<file path="src/rtl/lscale_pkg.sv">
package lscale_pkg;

    localparam int HALF_W   = 16;
    localparam int HEXP_LSB = 10;
    localparam int HEXP_W   = 5;

    // Half-precision word with an all-ones exponent field: NaN or infinity
    function automatic logic half_nonfinite(input logic [HALF_W-1:0] w);
        return &w[HEXP_LSB +: HEXP_W];
    endfunction

endpackage

</file>
<file path="src/rtl/lscale_lane_check.sv">
module lscale_lane_check
    import lscale_pkg::*;
#(
    parameter int LANES = 2
) (
    input  logic [LANES*HALF_W-1:0] words,
    output logic                    any_bad
);

    logic [LANES-1:0] lane_bad;

    for (genvar g = 0; g < LANES; g++) begin : g_lane
        assign lane_bad[g] = half_nonfinite(words[g*HALF_W +: HALF_W]);
    end

    assign any_bad = |lane_bad;

endmodule

</file>
<file path="src/rtl/lscale_step_track.sv">
module lscale_step_track (
    input  logic clk,
    input  logic rst_n,
    input  logic beat_valid,
    input  logic beat_last,
    input  logic beat_bad,
    output logic end_evt,
    output logic end_ovf
);

    typedef struct packed {
        logic sticky;
    } trk_t;

    trk_t trk_d, trk_q;

    always_comb begin
        trk_d   = trk_q;
        end_evt = beat_valid && beat_last;
        end_ovf = trk_q.sticky || beat_bad;
        if (beat_valid) begin
            trk_d.sticky = beat_last ? 1'b0 : (trk_q.sticky || beat_bad);
        end
    end

    always_ff @(posedge clk or negedge rst_n) begin
        if (!rst_n) begin
            trk_q <= '0;
        end else begin
            trk_q <= trk_d;
        end
    end

    // record is empty after every step end
    p_record_clears_r8: assert property (@(posedge clk) disable iff (!rst_n)
        end_evt |=> !trk_q.sticky);

    // a bad valid beat that does not end the step is remembered
    p_bad_remembered_r2: assert property (@(posedge clk) disable iff (!rst_n)
        (beat_valid && beat_bad && !beat_last) |=> trk_q.sticky);

endmodule

</file>
<file path="src/rtl/lscale_scale_ctrl.sv">
module lscale_scale_ctrl #(
    parameter int EXP_W    = 5,
    parameter int CNT_W    = 16,
    parameter int INIT_EXP = 16,
    parameter int MAX_EXP  = 24,
    parameter int STAT_MIN = 3,
    parameter int STAT_MAX = 15
) (
    input  logic             clk,
    input  logic             rst_n,
    input  logic             end_evt,
    input  logic             end_ovf,
    input  logic             static_en,
    input  logic [EXP_W-1:0] static_exp,
    input  logic [CNT_W-1:0] grow_after,
    output logic             done,
    output logic             skip,
    output logic [EXP_W-1:0] exp_out
);

    localparam logic [EXP_W-1:0] EXP_TOP  = EXP_W'(MAX_EXP);
    localparam logic [EXP_W-1:0] EXP_RST  = EXP_W'(INIT_EXP);
    localparam logic [EXP_W-1:0] SEXP_LO  = EXP_W'(STAT_MIN);
    localparam logic [EXP_W-1:0] SEXP_HI  = EXP_W'(STAT_MAX);

    typedef struct packed {
        logic             done;
        logic             skip;
        logic [EXP_W-1:0] exp;
        logic [CNT_W-1:0] cnt;
    } ctl_t;

    ctl_t ctl_d, ctl_q;

    logic [EXP_W-1:0] stat_val;
    logic [CNT_W:0]   cnt_inc;
    logic [CNT_W:0]   grow_lim;

    always_comb begin
        if (static_exp < SEXP_LO) begin
            stat_val = SEXP_LO;
        end else if (static_exp > SEXP_HI) begin
            stat_val = SEXP_HI;
        end else begin
            stat_val = static_exp;
        end
        cnt_inc  = {1'b0, ctl_q.cnt} + 1'b1;
        grow_lim = (grow_after == '0) ? (CNT_W+1)'(1) : {1'b0, grow_after};

        ctl_d      = ctl_q;
        ctl_d.done = 1'b0;
        ctl_d.skip = 1'b0;

        if (static_en) begin
            ctl_d.exp = stat_val;
            ctl_d.cnt = '0;
            if (end_evt) begin
                ctl_d.done = 1'b1;
                ctl_d.skip = end_ovf;
            end
        end else if (end_evt) begin
            ctl_d.done = 1'b1;
            ctl_d.skip = end_ovf;
            if (end_ovf) begin
                ctl_d.cnt = '0;
                if (ctl_q.exp != '0) begin
                    ctl_d.exp = ctl_q.exp - 1'b1;
                end
            end else if (cnt_inc >= grow_lim) begin
                ctl_d.cnt = '0;
                if (ctl_q.exp < EXP_TOP) begin
                    ctl_d.exp = ctl_q.exp + 1'b1;
                end
            end else begin
                ctl_d.cnt = cnt_inc[CNT_W-1:0];
            end
        end
    end

    always_ff @(posedge clk or negedge rst_n) begin
        if (!rst_n) begin
            ctl_q      <= '0;
            ctl_q.exp  <= EXP_RST;
        end else begin
            ctl_q <= ctl_d;
        end
    end

    assign done    = ctl_q.done;
    assign skip    = ctl_q.skip;
    assign exp_out = ctl_q.exp;

    // overflow in dynamic mode backs off by one step
    p_backoff_r4: assert property (@(posedge clk) disable iff (!rst_n)
        (end_evt && end_ovf && !static_en && ctl_q.exp != '0)
            |=> (ctl_q.exp == $past(ctl_q.exp) - 1'b1) && (ctl_q.cnt == '0));

    // exponent never leaves its range
    p_exp_bound_r6: assert property (@(posedge clk) disable iff (!rst_n)
        ctl_q.exp <= EXP_TOP);

    // back-off at the floor holds the floor
    p_floor_hold_r6: assert property (@(posedge clk) disable iff (!rst_n)
        (end_evt && end_ovf && !static_en && ctl_q.exp == '0) |=> ctl_q.exp == '0);

    // a clean step never lowers the exponent in dynamic mode
    p_clean_no_drop_r5: assert property (@(posedge clk) disable iff (!rst_n)
        (end_evt && !end_ovf && !static_en) |=> ctl_q.exp >= $past(ctl_q.exp));

    // stable static inputs keep the exponent stable
    p_static_hold_r7: assert property (@(posedge clk) disable iff (!rst_n)
        (static_en && $stable(static_en) && $stable(static_exp)) |=> $stable(ctl_q.exp));

    // count held at zero in static mode
    p_static_cnt_r7: assert property (@(posedge clk) disable iff (!rst_n)
        static_en |=> ctl_q.cnt == '0);

endmodule

</file>
<file path="src/rtl/lscale_ctrl.sv">
module lscale_ctrl
    import lscale_pkg::*;
#(
    parameter int LANES    = 2,
    parameter int EXP_W    = 5,
    parameter int CNT_W    = 16,
    parameter int INIT_EXP = 16,
    parameter int MAX_EXP  = 24,
    parameter int STAT_MIN = 3,
    parameter int STAT_MAX = 15
) (
    input  logic                    clk,
    input  logic                    rst_n,
    input  logic                    static_en,
    input  logic [EXP_W-1:0]        static_exp,
    input  logic [CNT_W-1:0]        growth_interval,
    input  logic                    grad_valid,
    input  logic                    grad_last,
    input  logic [LANES*HALF_W-1:0] grad_word,
    output logic                    step_done,
    output logic                    skip_step,
    output logic [EXP_W-1:0]        scale_exp
);

    logic beat_bad;
    logic end_evt;
    logic end_ovf;

    lscale_lane_check #(
        .LANES (LANES)
    ) u_check (
        .words   (grad_word),
        .any_bad (beat_bad)
    );

    lscale_step_track u_track (
        .clk        (clk),
        .rst_n      (rst_n),
        .beat_valid (grad_valid),
        .beat_last  (grad_last),
        .beat_bad   (beat_bad),
        .end_evt    (end_evt),
        .end_ovf    (end_ovf)
    );

    lscale_scale_ctrl #(
        .EXP_W    (EXP_W),
        .CNT_W    (CNT_W),
        .INIT_EXP (INIT_EXP),
        .MAX_EXP  (MAX_EXP),
        .STAT_MIN (STAT_MIN),
        .STAT_MAX (STAT_MAX)
    ) u_scale (
        .clk        (clk),
        .rst_n      (rst_n),
        .end_evt    (end_evt),
        .end_ovf    (end_ovf),
        .static_en  (static_en),
        .static_exp (static_exp),
        .grow_after (growth_interval),
        .done       (step_done),
        .skip       (skip_step),
        .exp_out    (scale_exp)
    );

    // every closing beat yields a strobe next cycle
    p_done_after_last_r3: assert property (@(posedge clk) disable iff (!rst_n)
        (grad_valid && grad_last) |=> step_done);

    // no strobe without a closing beat
    p_no_stray_done_r3: assert property (@(posedge clk) disable iff (!rst_n)
        !(grad_valid && grad_last) |=> !step_done);

    // skip only accompanies a strobe
    p_skip_with_done_r4: assert property (@(posedge clk) disable iff (!rst_n)
        skip_step |-> step_done);

    // exponent moves only on a strobe or in static mode
    p_exp_quiet_r3: assert property (@(posedge clk) disable iff (!rst_n)
        (!(grad_valid && grad_last) && !static_en) |=> $stable(scale_exp));

endmodule

</file>
<file path="config.mk">
export PLATFORM = sky130hd
export DESIGN_NAME = lscale_ctrl
export DESIGN_NICKNAME = d
export VERILOG_FILES = /design/src/rtl/lscale_pkg.sv /design/src/rtl/lscale_lane_check.sv /design/src/rtl/lscale_step_track.sv /design/src/rtl/lscale_scale_ctrl.sv /design/src/rtl/lscale_ctrl.sv
export SDC_FILE = /design/constraint.sdc
export NUM_CORES = 1
export LEC_CHECK = 0
export BUFFER_PORTS_ARGS = -buffer_cell sky130_fd_sc_hd__buf_2
export CORE_MARGIN = 2
export CORE_UTILIZATION = 55
export CTS_BUF_LIST = sky130_fd_sc_hd__clkbuf_4 sky130_fd_sc_hd__clkbuf_8 sky130_fd_sc_hd__clkbuf_16
export CTS_CLUSTER_SIZE = 16
export DETAILED_ROUTE_END_ITERATION = 6
export MAX_ROUTING_LAYER = met4
export PLACE_DENSITY = 0.85
export REMOVE_ABC_BUFFERS = 1
export SLEW_MARGIN = 30
export SYNTH_ARGS = -nofsm -noshare
export SYNTH_HDL_FRONTEND = slang
export SYNTH_SLANG_ARGS = --single-unit
export TNS_END_PERCENT = 10
</file>
<file path="constraint.sdc">
create_clock -name clk -period 5.9 [get_ports clk]
set_clock_uncertainty 0.2 [all_clocks]
set_input_delay 0.59 -clock clk [delete_from_list [all_inputs] [get_ports clk]]
set_output_delay 0.59 -clock clk [all_outputs]
set_load 0.05 [all_outputs]
</file>
# [After elaboration in Yosys (flattened, before gate mapping)]
# Index checks and enable logic that the tools add are counted.
[op_classes] muxes=12 addsub=3 n_reduce_logical=11 eq_ne=1 magnitude_cmp=4
[ops] cell="$mux 23" count=2
[ops] cell="$mux 16" count=2
[ops] cell="$mux 5" count=5
[ops] cell="$mux 21" count=1
[ops] cell="$add 16x1->17 const B" count=1
[ops] cell="$ge 17x17->1" count=1
[ops] cell="$logic_not 16->1" count=1
[ops] cell="$reduce_and 5->1" count=2
[ops] cell="$reduce_bool 3->1" count=2
[ops] cell="$add 5x1->5 const B" count=1
[ops] cell="$gt 5x4->1 const B" count=1
[ops] cell="$lt 5x2->1 const B" count=1
[ops] cell="$lt 5x5->1 const B" count=1
[ops] cell="$reduce_bool 5->1" count=1
[ops] cell="$sub 5x1->5 const B" count=1
[ops] cell="$reduce_and 4->1" count=1
[ops] cell="$ne 3x3->1 const B" count=1
[ops] cell="$mux 2" count=1
[ops] cell="$reduce_bool 2->1" count=1
[ops] cell="$reduce_or 2->1" count=1
[ops] cell="$logic_and 1x1->1" count=1
[ops] cell="$logic_or 1x1->1" count=1
[ops] cell="$mux 1" count=1
[word_totals] inputBits=58 reg_bits=24 output_inout_bits=7 elab_cells=36

# [Longest topological paths before layout]
# Gate-level depths: netlist (run 1).
[logic_depth] depth_word=7 depth_mapped=16 mapped_depth_nobuf=14

# [Modules after synthesis]
# From an unflattened synthesis (run 1), not the netlist that was laid out.
[unflattened] hier_cells=232 area_unflattened_um2=1998.2
[by_module_without_submodules] module="lscale_scale_ctrl" area_each_um2=1915.6 cells_per_inst=222 instances=1 seq_area_each_um2=576.8
[by_module_without_submodules] module="lscale_step_track" area_each_um2=51.3 cells_per_inst=5 instances=1 seq_area_each_um2=25.0
[by_module_without_submodules] module="lscale_lane_check" area_each_um2=31.3 cells_per_inst=5 instances=1 seq_area_each_um2=0.0

# [Worst setup path before layout (run 1)]
# OpenSTA, ideal clock, no wires.
[synth_path] path_type="reg2reg" from="register u_scale.ctl_q[0] (netlist name)" to="register u_scale.ctl_q[12] (netlist name)" setup_ps=132 period_less_slack_ps=3349 path_stages_with_launch=16 path_buffers=2 slack_ps=2551 t_arrival_ps=3017 t_required_ps=5568 cell_sequence="dfrtp_1 ha_1 nand2_1 or2_1 buf_2 nor3_2 nand3_1 xor2_1 inv_1 ha_1 nand3_1 or2_2 o2111ai_1 clkbuf_1 a2bb2oi_1 nor2_1"
[synth_between] elab_chain_cells=6
[synth_lines] item="start, declared" line_no="lscale_scale_ctrl.sv:33" text="ctl_t ctl_d, ctl_q;"
[synth_lines] item="start signal, assigned" line_no="lscale_scale_ctrl.sv:85" text="ctl_q <= ctl_d;"
[synth_lines] item="$add 16x1->17 *" line_no="lscale_scale_ctrl.sv:47" text="cnt_inc = {1'b0, ctl_q.cnt} + 1'b1;"
[synth_lines] item="$ge 17x17->1" line_no="lscale_scale_ctrl.sv:69" text="end else if (cnt_inc >= grow_lim) begin"
[synth_lines] item="$mux 16 *" line_no="lscale_scale_ctrl.sv:69"
[synth_lines] item="$mux 21 *" line_no="lscale_scale_ctrl.sv:64" text="if (end_ovf) begin"
[synth_lines] item="$mux 23 *" line_no="lscale_scale_ctrl.sv:61" text="end else if (end_evt) begin"
[synth_lines] item="$mux 23 *" line_no="lscale_scale_ctrl.sv:54" text="if (static_en) begin"
# Every way passes the cells marked *; elsewhere a longest branch is shown, timed or not. The select of a mux whose other input is x is not followed.
# A chain may end at the register's enable or synchronous reset.

# [Worst setup path in the final report (run 1)]
[layout_path] from="register u_scale.ctl_q[0] (netlist name)" to="register u_scale.ctl_q (netlist bit u_scale.exp_out[2])"
[layout_between] elab_chain_cells=4
[layout_lines] item="$add 16x1->17" line_no="lscale_scale_ctrl.sv:47"
[layout_lines] item="$ge 17x17->1" line_no="lscale_scale_ctrl.sv:69"
[layout_lines] item="$reduce_bool 3->1 (no line)"
[layout_lines] item="$reduce_and 4->1 (no line)"
# Every way passes these cells.

==> results of run 1 <==
==> state kept, by name (all words and copies together) (netlist names) <==
signal	flops
u_scale.ctl_q	16
u_scale.exp_out	5
u_scale.done	1
u_scale.skip	1
u_track.trk_q	1
==> report_power, final <==
group	internal (W)	switching [W]	total, W
clock network	0.0000597	0.0000529	0.000113
logic	0.0000401	0.0000643	0.000104
registers	0.000170	0.00000821	0.000179
total	0.000270	0.000125	0.000396
==> synth_stat cells (all sizes together), types with 6 or more instances <==
cell type | instances | area share
nand2 | 20 | 0.035
nor2 | 15 | 0.027
o21ai | 10 | 0.023
clkbuf | 8 | 0.014
buf | 8 | 0.027
xnor2 | 12 | 0.049
ha | 20 | 0.12
nand3 | 11 | 0.028
inv | 23 | 0.040
dfrtp | 23 | 0.27
nand4 | 6 | 0.020
a21oi | 22 | 0.055
==> worst max-delay path, delay by kind of cell (launching register included) <==
kind                     cells  cell delay [ns]
AO/OA/AOI/OAI                2             0.32
XOR/XNOR                     1             0.23
adder cells (fa/ha/maj)      2             0.59
buffers and inverters        2             0.37
flip-flops                   1             0.46
multiplexers                 1             0.34
AND/OR/NAND/NOR              6             1.22
==> layout make-up <==
cell class	count	share of cell area
sequential	24	0.2517
multi-input combinational	190	0.5683
clock buffer	4	0.02302
inverter	24	0.03768
tap	48	0.02512
timing repair buffer	44	0.09419
==> worst max path at each step <==
stage,to,startpoint,depth (start not counted)
6_report,u_scale.exp_out[2],u_scale.ctl_q[0],14
2_1_floorplan,u_scale.exp_out[1],u_scale.ctl_q[0],13
4_1_cts,u_scale.exp_out[2],u_scale.ctl_q[0],14
3_5_place_dp,u_scale.exp_out[2],u_scale.ctl_q[0],14
5_1_grt,u_scale.exp_out[2],u_scale.ctl_q[0],14
3_3_place_gp,u_scale.exp_out[2],u_scale.ctl_q[0],14
==> logic make-up (layout without fill, tap and decap cells) <==
kind of cell | Yosys count | after routing | share of synthesized area
adder cells (fa/ha/maj) | 21 | 21 | 0.1263
multiplexers | 6 | 6 | 0.02924
AND/OR/NAND/NOR | 92 | 92 | 0.2450
AO/OA/AOI/OAI | 55 | 55 | 0.1690
buffers and inverters | 40 | 72 | 0.08362
XOR/XNOR | 16 | 16 | 0.06550
flip-flops | 24 | 24 | 0.2813
==> through the flow <==
step	instances	setup slack, ns	utilization
2_1_floorplan	238	2.073	-
5_1_grt	334	1.821	0.6482
3_5_place_dp	330	2.061	0.6333
4_1_cts	334	2.035	0.6482
3_3_place_gp	330	2.128	0.6333
6_report	334	2.057	0.6482
==> routing by layer <==
layer  GRT usage  up-vias  wire (µm)  share of wire
li1            -      961          -              -
met1      0.2898      914       2010           0.44
met2      0.4063       29       2422           0.52
met3     0.03578        8        133          0.029
met4     0.04592        0         53          0.011
met5           -        -          0              0
==> metrics.md, run 1 <==
| Metric | Value |
|---|---|
| Clock-pin slew on the worst setup and hold paths | approximately 0.09 ns |
| Initial antenna violation count | 0 |
| Pre-Repair DR Iteration Count | 4 |
| FF/Latch Area | 601.8 µm² |
| Total gr overflow | 0 |
| Area Growth Syn to Fin | 11.75% |
| Commonest cells after routing, fill and taps aside | buf_2, inv_1, dfrtp_1 |
| Initial drt markers | 94 |
| TritonCTS Sinks | 24 |
| GRT Total Usage | 0.2341 |
| Max_cap viols | 0 |
| Largest net degree at the start of global routing | 33 |
| Fill cells | between 300 and 400 |
| Leak pwr | 1.185 nW |
| Die height | 66.37 µm |
| Post-synth EDFFs | 0 |
| Via Count | 1,912 |
| Fin crit period | 3.843 ns |
| Status | finished clean |
| DRC viols | 0 |
| Root buf cell | clkbuf_8 |
| Sequential share of the synthesized area | 0.2813 |
| Endpoint class of the critical path | flip-flop |
| Core area | 3689 µm² |
| Post-synthesis register bit count | 24 |
| Worst R2R End | u_scale.exp_out[2] |
| R2r startpoint | u_scale.ctl_q[0] |
| Most common cell after layout, fill and taps aside | buf_2 |
| Netlist Area Pre-Place | 2140 µm² |
| Initial Util | 0.5801 |
| Final wirelength | roughly 4600 µm |
| Layout cells sized above 1 | 0.2168 |
| Slowest cell on the critical path | dfrtp_1 |
| Max IR drop VDD | around 0.18 mV |
| Hold-fix buffers, CTS | 0 |
| Distinct cell type count after synthesis | 54 |
| Die area | about 4400 µm² |
| Final hold viol count | 0 |
| Worst min path class | in -> async |
| RSZ-0062 raised after global routing | no |
| Crit share post-route | 0.6513 |
| CTS tree | built |
| Setup-failing EPs final | 0 |
| Post-DP Area | 2336 µm² |
| Number of buffers created by CTS | 3 |
| Port Buffers | 42 |
| Synth warnings | 0 |
| Vias per Instance | ~5.7 |
| Avg WL per Cell | 13.83 µm |
| Crit path DAT | around 3.8 ns |
| Syn Area/Cell | 8.423 µm² |
| Maximum root-to-sink buffer count | 2 |
| Crit-path cells | ha_1 -> nand2_1 -> or2_1 -> nor3_2 -> nand3_1 -> xor2_1 -> inv_1 -> ha_1 -> nand3_1 -> or2_2 -> o2111ai_1 -> buf_4 -> a21oi_2 -> mux2_1 |
| Max-slew headroom | 0.6509 |
| Final total power | just under 0.0004 W |
| Min Hold Slack | 0.07713 ns |
| Slew @ Worst Pin | 0.5236 ns |
| Reg2Reg Depth | 14 |
| Post-CTS Resized | 0 |
| Main synth FF type | dfrtp_1 |
| Hpwl dp | 3574 µm |
| First-pass GRT wire length | between 7000 and 8000 µm |
| Share of synthesized registers carrying an async set or reset | 1.000 |
| Max Slew Vio Count | 0 |
| Setup Fix Bufs, Post-CTS | 0 |
| Vias in the first global route | 1,803 |
| H-tree Lvls | 1 |
| Placement Rows | 22 |
| Startpoint type of the worst setup path | flip-flop |
| Fin Setup TNS | 0 ns |
| Routability Congestion | between 0.8 and 0.9 |
| Power density cells | 165.4 nW/µm² |
| Die W | around 66 µm |
| Required time of the critical path | 5.85 ns |
| Worst skew pair latency | 0.28 ns |
| Multi-input combinational cell area | 1359 µm² |
| Final Instance Area | ~2400 µm² |
| Worst Setup Path Type | reg -> reg |
| Reg2reg setup slack | 2.06 ns |
| Max stage delay on crit path | 0.46 ns |
| Nets@finish | roughly 370 |
| # diodes | 0 |
| Mapped Cells | ~250 |
| Maximum clock frequency | 0.2602 GHz |
| Antenna Violating Nets Remaining | 0 |
| Top Ports | 65 |
| Critical path fanouts, max | 21 |
No activity file was read; power rests on OpenSTA's default activity.
==> inputs of run 2 (changes only) <==
--- a/config.mk
+++ b/config.mk
@@ -7,12 +7,12 @@
 export LEC_CHECK = 0
 export BUFFER_PORTS_ARGS = -buffer_cell sky130_fd_sc_hd__buf_2
 export CORE_MARGIN = 2
-export CORE_UTILIZATION = 55
+export CORE_UTILIZATION = 52
 export CTS_BUF_LIST = sky130_fd_sc_hd__clkbuf_4 sky130_fd_sc_hd__clkbuf_8 sky130_fd_sc_hd__clkbuf_16
 export CTS_CLUSTER_SIZE = 16
 export DETAILED_ROUTE_END_ITERATION = 6
 export MAX_ROUTING_LAYER = met4
-export PLACE_DENSITY = 0.85
+export PLACE_DENSITY = 0.81
 export REMOVE_ABC_BUFFERS = 1
 export SLEW_MARGIN = 30
 export SYNTH_ARGS = -nofsm -noshare
==> constraint.sdc (replaced) <==
create_clock -name clk -period 3.6 [get_ports clk]
set_clock_uncertainty 0.2 [all_clocks]
set_input_delay 0.36 -clock clk [delete_from_list [all_inputs] [get_ports clk]]
set_output_delay 0.36 -clock clk [all_outputs]
set_load 0.05 [all_outputs]
==> metrics.md, run 2 (synthesis results as in run 1) <==
| Metric | Value |
|---|---|
| Worst Setup Path Type | reg -> reg (unchanged) |
| Die W | 68.15 µm (was 66.37 µm) |
| Power density cells | 265.8 nW/µm² (was 165.4 nW/µm²) |
| Area Growth Syn to Fin | 15.67% (was 11.75%) |
| Critical path fanouts, max | 21 (unchanged) |
| Final wirelength | 4899 µm (was 4620 µm) |
| DRC viols | 0 (unchanged) |
| Placement Rows | 23 (was 22) |
| Wire length on met2 | 2621 µm (was 2422 µm) |
| TritonCTS Sinks | 24 (unchanged) |
| Antenna Violating Nets Remaining | 0 (unchanged) |
| Post-DP Area | 2374 µm² (was 2336 µm²) |
| Die area | 4644 µm² (was 4405 µm²) |
| Avg WL per Cell | 14.37 µm (was 13.83 µm) |
| Initial drt markers | 114 (was 94) |
| CP bufs+invs | 2 (unchanged) |
| Pre-Repair DR Iteration Count | 5 (was 4) |
| Layout cells sized above 1 | 0.2405 (was 0.2168) |
| Most common cell after layout, fill and taps aside | buf_2 (unchanged) |
| DR top layer | met4 (unchanged) |
| Met3 WL post-DR | 159 µm (was 133 µm) |
| Vias per Instance | 5.657 (was 5.725) |
| Largest net degree at the start of global routing | 33 (unchanged) |
| Setup-failing EPs final | 0 (unchanged) |
| Max Slew Vio Count | 0 (unchanged) |
| Max FFs per register | 16 (unchanged) |
| Hpwl dp | 3628 µm (was 3574 µm) |
| Worst Hold Launch | static_exp[0] |
| Max stage delay on crit path | 0.41 ns (was 0.46 ns) |
| Worst min path class | in -> reg (was in -> async) |
| Max_cap viols | 0 (unchanged) |
| Crit path DAT | 3.39 ns (was 3.79 ns) |
| Endpoint class of the critical path | flip-flop (unchanged) |
| Top Ports | 65 (unchanged) |
| Via Count | 1,929 (was 1,912) |
| Required time of the critical path | 3.55 ns (was 5.85 ns) |
| Slew @ Worst Pin | 0.5485 ns (was 0.5236 ns) |
| CTS tree | built (unchanged) |
| Die height | 68.15 µm (was 66.37 µm) |
| Dpl cells | 335 (was 330) |
| Root buf cell | clkbuf_8 (unchanged) |
| GRT Total Usage | 0.2288 (was 0.2341) |
| Initial antenna violation count | 0 (unchanged) |
| Total gr overflow | 0 (unchanged) |
| R2r startpoint | u_scale.ctl_q[1] (was u_scale.ctl_q[0]) |
| Final non-filler cell total | 341 (was 334) |
| Pre-CTS WS | 0.03868 ns (was 2.061 ns) |
| Met1 wire length | 2069 µm (was 2010 µm) |
| Max IR drop VDD | 0.1470 mV (was 0.1847 mV) |
| Vias in the first global route | 1,749 (was 1,803) |
| Leak pwr | 1.216 nW (was 1.185 nW) |
| Final Instance Area | 2475 µm² (was 2391 µm²) |
| Startpoint type of the worst setup path | flip-flop (unchanged) |
| Core area | 3971 µm² (was 3689 µm²) |
| Largest Register | u_scale.ctl_q (unchanged) |
| # diodes | 0 (unchanged) |
| Fin crit period | 3.436 ns (was 3.843 ns) |
| Nets@finish | 371 (was 366) |
| Post-Route Utilization | 0.6232 (was 0.6482) |
| Crit-path leading delay family | compound AO/OA/AOI/OAI gates (was simple AND/OR/NAND/NOR gates) |
| Worst skew pair latency | 0.27 ns (was 0.28 ns) |
| Crit share post-route | 0.9545 (was 0.6513) |
| Port Buffers | 42 (unchanged) |
| Final setup margin | 0.1639 ns (was 2.057 ns) |
| Max-slew headroom | 0.6343 (was 0.6509) |
| Clock-pin slew on the worst setup and hold paths | 0.08 ns (was 0.09 ns) |
| Final total power | 0.0006578 W (was 0.0003955 W) |
| H-tree Lvls | 1 (unchanged) |
| Crit-path cells | ha_2 -> nand2_1 -> or2_1 -> nor3_2 -> nand3_2 -> xor2_2 -> inv_1 -> ha_1 -> a21o_1 -> o21ai_0 -> o2111ai_2 -> buf_12 -> a21oi_4 -> mux2_1 (was ha_1 -> nand2_1 -> or2_1 -> nor3_2 -> nand3_1 -> xor2_1 -> inv_1 -> ha_1 -> nand3_1 -> or2_2 -> o2111ai_1 -> buf_4 -> a21oi_2 -> mux2_1) |
| Worst Setup SP | u_scale.ctl_q[1] (was u_scale.ctl_q[0]) |
| Maximum root-to-sink buffer count | 2 (unchanged) |
| First-pass GRT wire length | 7728 µm (was 7831 µm) |
| Commonest cells after routing, fill and taps aside | buf_2, inv_1, dfrtp_1 (unchanged) |
| Maximum clock frequency | 0.2910 GHz (was 0.2602 GHz) |
| Final hold viol count | 0 (unchanged) |
| Number of buffers created by CTS | 3 (unchanged) |
| Status | finished clean (unchanged) |
| Routability Congestion | 0.8341 (was 0.8575) |
| Initial Util | 0.5388 (was 0.5801) |
| Slowest cell on the critical path | dfrtp_1 (unchanged) |
run 2: worst paths after layout:
path	end	slack, ns	cells after the start
worst max-delay path	u_scale.exp_out[1]	0.16	14
worst min-delay path	u_scale.exp_out[0]	0.20	3
worst max register to register	u_scale.exp_out[1]	0.16	14
worst min register to register	u_scale.exp_out[2]	0.36	1
max in group asynchronous	u_scale.exp_out[4]	2.43	2
min in group asynchronous	u_scale.skip	0.39	2
run 2: metrics by stage:
stage,setup TNS (ns),hold slack [ns]
after global placement,0,0.1709
after CTS,0,0.2017
final,0,0.2009
after global routing,-0.07837,0.2040
after floorplan,-0.6467,-0.1356
after detailed placement,0,0.1781
run 2: per-layer routing:
layer  track usage  vias to the layer above
met5             -                        -
met4       0.06500                        0
met3       0.04112                        7
met2        0.3956                       28
met1        0.2716                      925
li1              -                      969
run 2: timing repair:
action	CTS	global route
hold buffers	1	0
resized for setup	0	5
hold endpoints to repair	23	0
setup endpoints to repair	0	10
setup buffers	0	1
run 2: where the power goes:
part / total (W) / internal (W) / switching [W] / leakage (nW)
clock network: 0.000188 / 0.0000979 / 0.0000900 / 0.0288
registers: 0.000291 / 0.000279 / 0.0000119 / 0.321
logic: 0.000179 / 0.0000702 / 0.000109 / 0.867
run 2: final cells by class:
| class | instances | area (µm²) |
|---|---|---|
| clock buffers | 4 | 55.05 |
| fillers | 346 | 1496 |
| inverters | 24 | 90.09 |
| multi-input cells | 190 | 1388 |
| flip-flops and latches | 24 | 601.8 |
| well taps | 50 | 62.56 |
| repair buffers | 49 | 277.8 |
run 2: tightest hold or removal path, stage by stage:
cell,delay (ns)
buf_2,0.08
o22ai_1,0.07
mux2i_1,0.11
==> inputs of run 3 (changes only) <==
--- a/config.mk
+++ b/config.mk
@@ -12,7 +12,7 @@
 export CTS_CLUSTER_SIZE = 16
 export DETAILED_ROUTE_END_ITERATION = 6
 export MAX_ROUTING_LAYER = met4
-export PLACE_DENSITY = 0.81
+export PLACE_DENSITY = 0.86
 export REMOVE_ABC_BUFFERS = 1
 export SLEW_MARGIN = 30
 export SYNTH_ARGS = -nofsm -noshare
==> metrics.md, run 3 (synthesis results as in run 1) <==
| Metric | Value |
|---|---|
| Status | finished clean (unchanged) |
| Reg2reg setup slack | 0.17 ns (was 0.16 ns) |
| Max_cap viols | 0 (unchanged) |
| Pre-CTS WS | 0.07233 ns (was 0.03868 ns) |
| Nets@finish | 373 (was 371) |
| Number of buffers created by CTS | 3 (unchanged) |
| Total gr overflow | 0 (unchanged) |
| Core area | 3971 µm² (unchanged) |
| Fin crit period | 3.427 ns (was 3.436 ns) |
| Final hold viol count | 0 (unchanged) |
| DRC viols | 0 (unchanged) |
| Maximum clock frequency | 0.2918 GHz (was 0.2910 GHz) |
| Critical path fanouts, max | 21 (unchanged) |
| Max Slew Vio Count | 0 (unchanged) |
| Vias in the first global route | 1,907 (was 1,749) |
| Port Buffers | 42 (unchanged) |
| Crit path DAT | 3.37 ns (was 3.39 ns) |
| Final setup margin | 0.1734 ns (was 0.1639 ns) |
| Max FFs per register | 16 (unchanged) |
| Worst Setup Path Type | reg -> reg (unchanged) |
| Area Growth Syn to Fin | 15.79% (was 15.67%) |
| Endpoint class of the critical path | flip-flop (unchanged) |
| Multi-input combinational cell area | 1375 µm² (was 1388 µm²) |
| Clock-pin slew on the worst setup and hold paths | 0.09 ns (was 0.08 ns) |
| Pre-Repair DR Iteration Count | 4 (was 5) |
| Final wirelength | 4921 µm (was 4899 µm) |
| Die area | 4644 µm² (unchanged) |
| Initial antenna violation count | 0 (unchanged) |
| Setup-failing EPs final | 0 (unchanged) |
| First-pass GRT wire length | 8335 µm (was 7728 µm) |
| # diodes | 0 (unchanged) |
| Largest net degree at the start of global routing | 32 (was 33) |
| Routability Congestion | 0.8579 (was 0.8341) |
| Leak pwr | 1.224 nW (was 1.216 nW) |
| Initial drt markers | 104 (was 114) |
| Power density cells | 264.0 nW/µm² (was 265.8 nW/µm²) |
| TritonCTS Sinks | 24 (unchanged) |
| Final Instance Area | 2477 µm² (was 2475 µm²) |
| Crit share post-route | 0.9518 (was 0.9545) |
| Startpoint type of the worst setup path | flip-flop (unchanged) |
| Most common cell after layout, fill and taps aside | buf_2 (unchanged) |
| Initial Util | 0.5388 (unchanged) |
| Max-slew headroom | 0.6405 (was 0.6343) |
| Final total power | 0.0006541 W (was 0.0006578 W) |
| Via Count | 1,942 (was 1,929) |
| Largest Register | u_scale.ctl_q (unchanged) |
| Root buf cell | clkbuf_8 (unchanged) |
| CTS tree | built (unchanged) |
| Post-DP Area | 2374 µm² (unchanged) |
| Worst min path class | in -> reg (unchanged) |
| Max IR drop VDD | 0.2448 mV (was 0.1470 mV) |
| Worst skew pair latency | 0.27 ns (about the same) |
| Hpwl dp | 3624 µm (was 3628 µm) |
| Die W | 68.15 µm (unchanged) |
| Maximum root-to-sink buffer count | 2 (unchanged) |
| Placement Rows | 23 (unchanged) |
| Slew @ Worst Pin | 0.5392 ns (was 0.5485 ns) |
| Required time of the critical path | 3.55 ns (about the same) |
| Avg WL per Cell | 14.35 µm (was 14.37 µm) |
| Fill cells | 334 (was 346) |
| Vias per Instance | 5.662 (was 5.657) |
| Die height | 68.15 µm (unchanged) |
| FF/Latch Area | 601.8 µm² (unchanged) |
| GRT Total Usage | 0.2390 (was 0.2288) |
| Antenna Violating Nets Remaining | 0 (unchanged) |
| Layout cells sized above 1 | 0.2389 (was 0.2405) |
| H-tree Lvls | 1 (unchanged) |
| Top Ports | 65 (unchanged) |
| Commonest cells after routing, fill and taps aside | buf_2, inv_1, dfrtp_1 (unchanged) |
[run 3: cell types whose count changed in the layout (fill, tap and decap cells not counted), sizes merged]
cell / change
buf: +2
[run 3: power by group]
part / switching (W) / total, W / internal [W] / leakage, nW
clock: 0.0000861 / 0.000184 / 0.0000978 / 0.0288
combinational: 0.000109 / 0.000179 / 0.0000705 / 0.875
sequential: 0.0000119 / 0.000291 / 0.000279 / 0.321
[run 3: worst paths after layout]
| path | from | to | depth (start not counted) |
|---|---|---|---|
| setup / recovery | u_scale.ctl_q[1] | u_scale.exp_out[2] | 14 |
| hold / removal | grad_valid | u_track.trk_q | 3 |
| setup reg to reg | u_scale.ctl_q[1] | u_scale.exp_out[2] | 14 |
| hold reg to reg | u_track.trk_q | u_track.trk_q | 2 |
| max in group asynchronous | rst_n | u_scale.exp_out[4] | 2 |
| min in group asynchronous | rst_n | u_scale.ctl_q[7] | 2 |
[run 3: cell type report]
cell class / count / area share
tap: 50 / 0.02525
timing repair buffer: 51 / 0.1182
multi-input combinational: 190 / 0.5551
inverter: 24 / 0.03636
sequential: 24 / 0.2429
clock buffer: 4 / 0.02222
[run 3: routing by layer]
layer	GRT usage	up-vias	routed length, µm
met4	0.04000	0	57
met3	0.03618	8	128
met2	0.4187	39	2649
met1	0.2956	923	2085
met5	-	-	0
li1	-	972	-
[run 3: through the flow]
stage	TNS, ns	hold WS (ns)	cells	utilization
floorplan	-0.6467	-0.1356	238	-
global placement	0	0.1688	335	0.5977
detailed placement	0	0.1687	335	0.5977
CTS	0	0.1753	340	0.6141
global route	-0.08194	0.2098	343	0.6238
finish	0	0.1617	343	0.6238
[run 3: timing repair]
| item | in CTS | in global routing |
|---|---|---|
| hold endpoints to repair | 23 | 0 |
| endpoints found under the setup margin | 0 | 14 |
| resized for setup | 0 | 4 |
| setup buffers | 0 | 3 |
| hold buffers | 1 | 0 |
[run 3: critical path, cell delays in order, from the launching register on]
cell and delay (ns):
dfrtp_1 0.38, ha_2 0.22, nand2_1 0.07, or2_1 0.25
nor3_2 0.21, nand3_1 0.11, xor2_1 0.20, inv_1 0.09
ha_1 0.33, nand3_1 0.10, or2_2 0.29, o2111ai_2 0.24
buf_12 0.19, a21oi_4 0.08, mux2_1 0.34
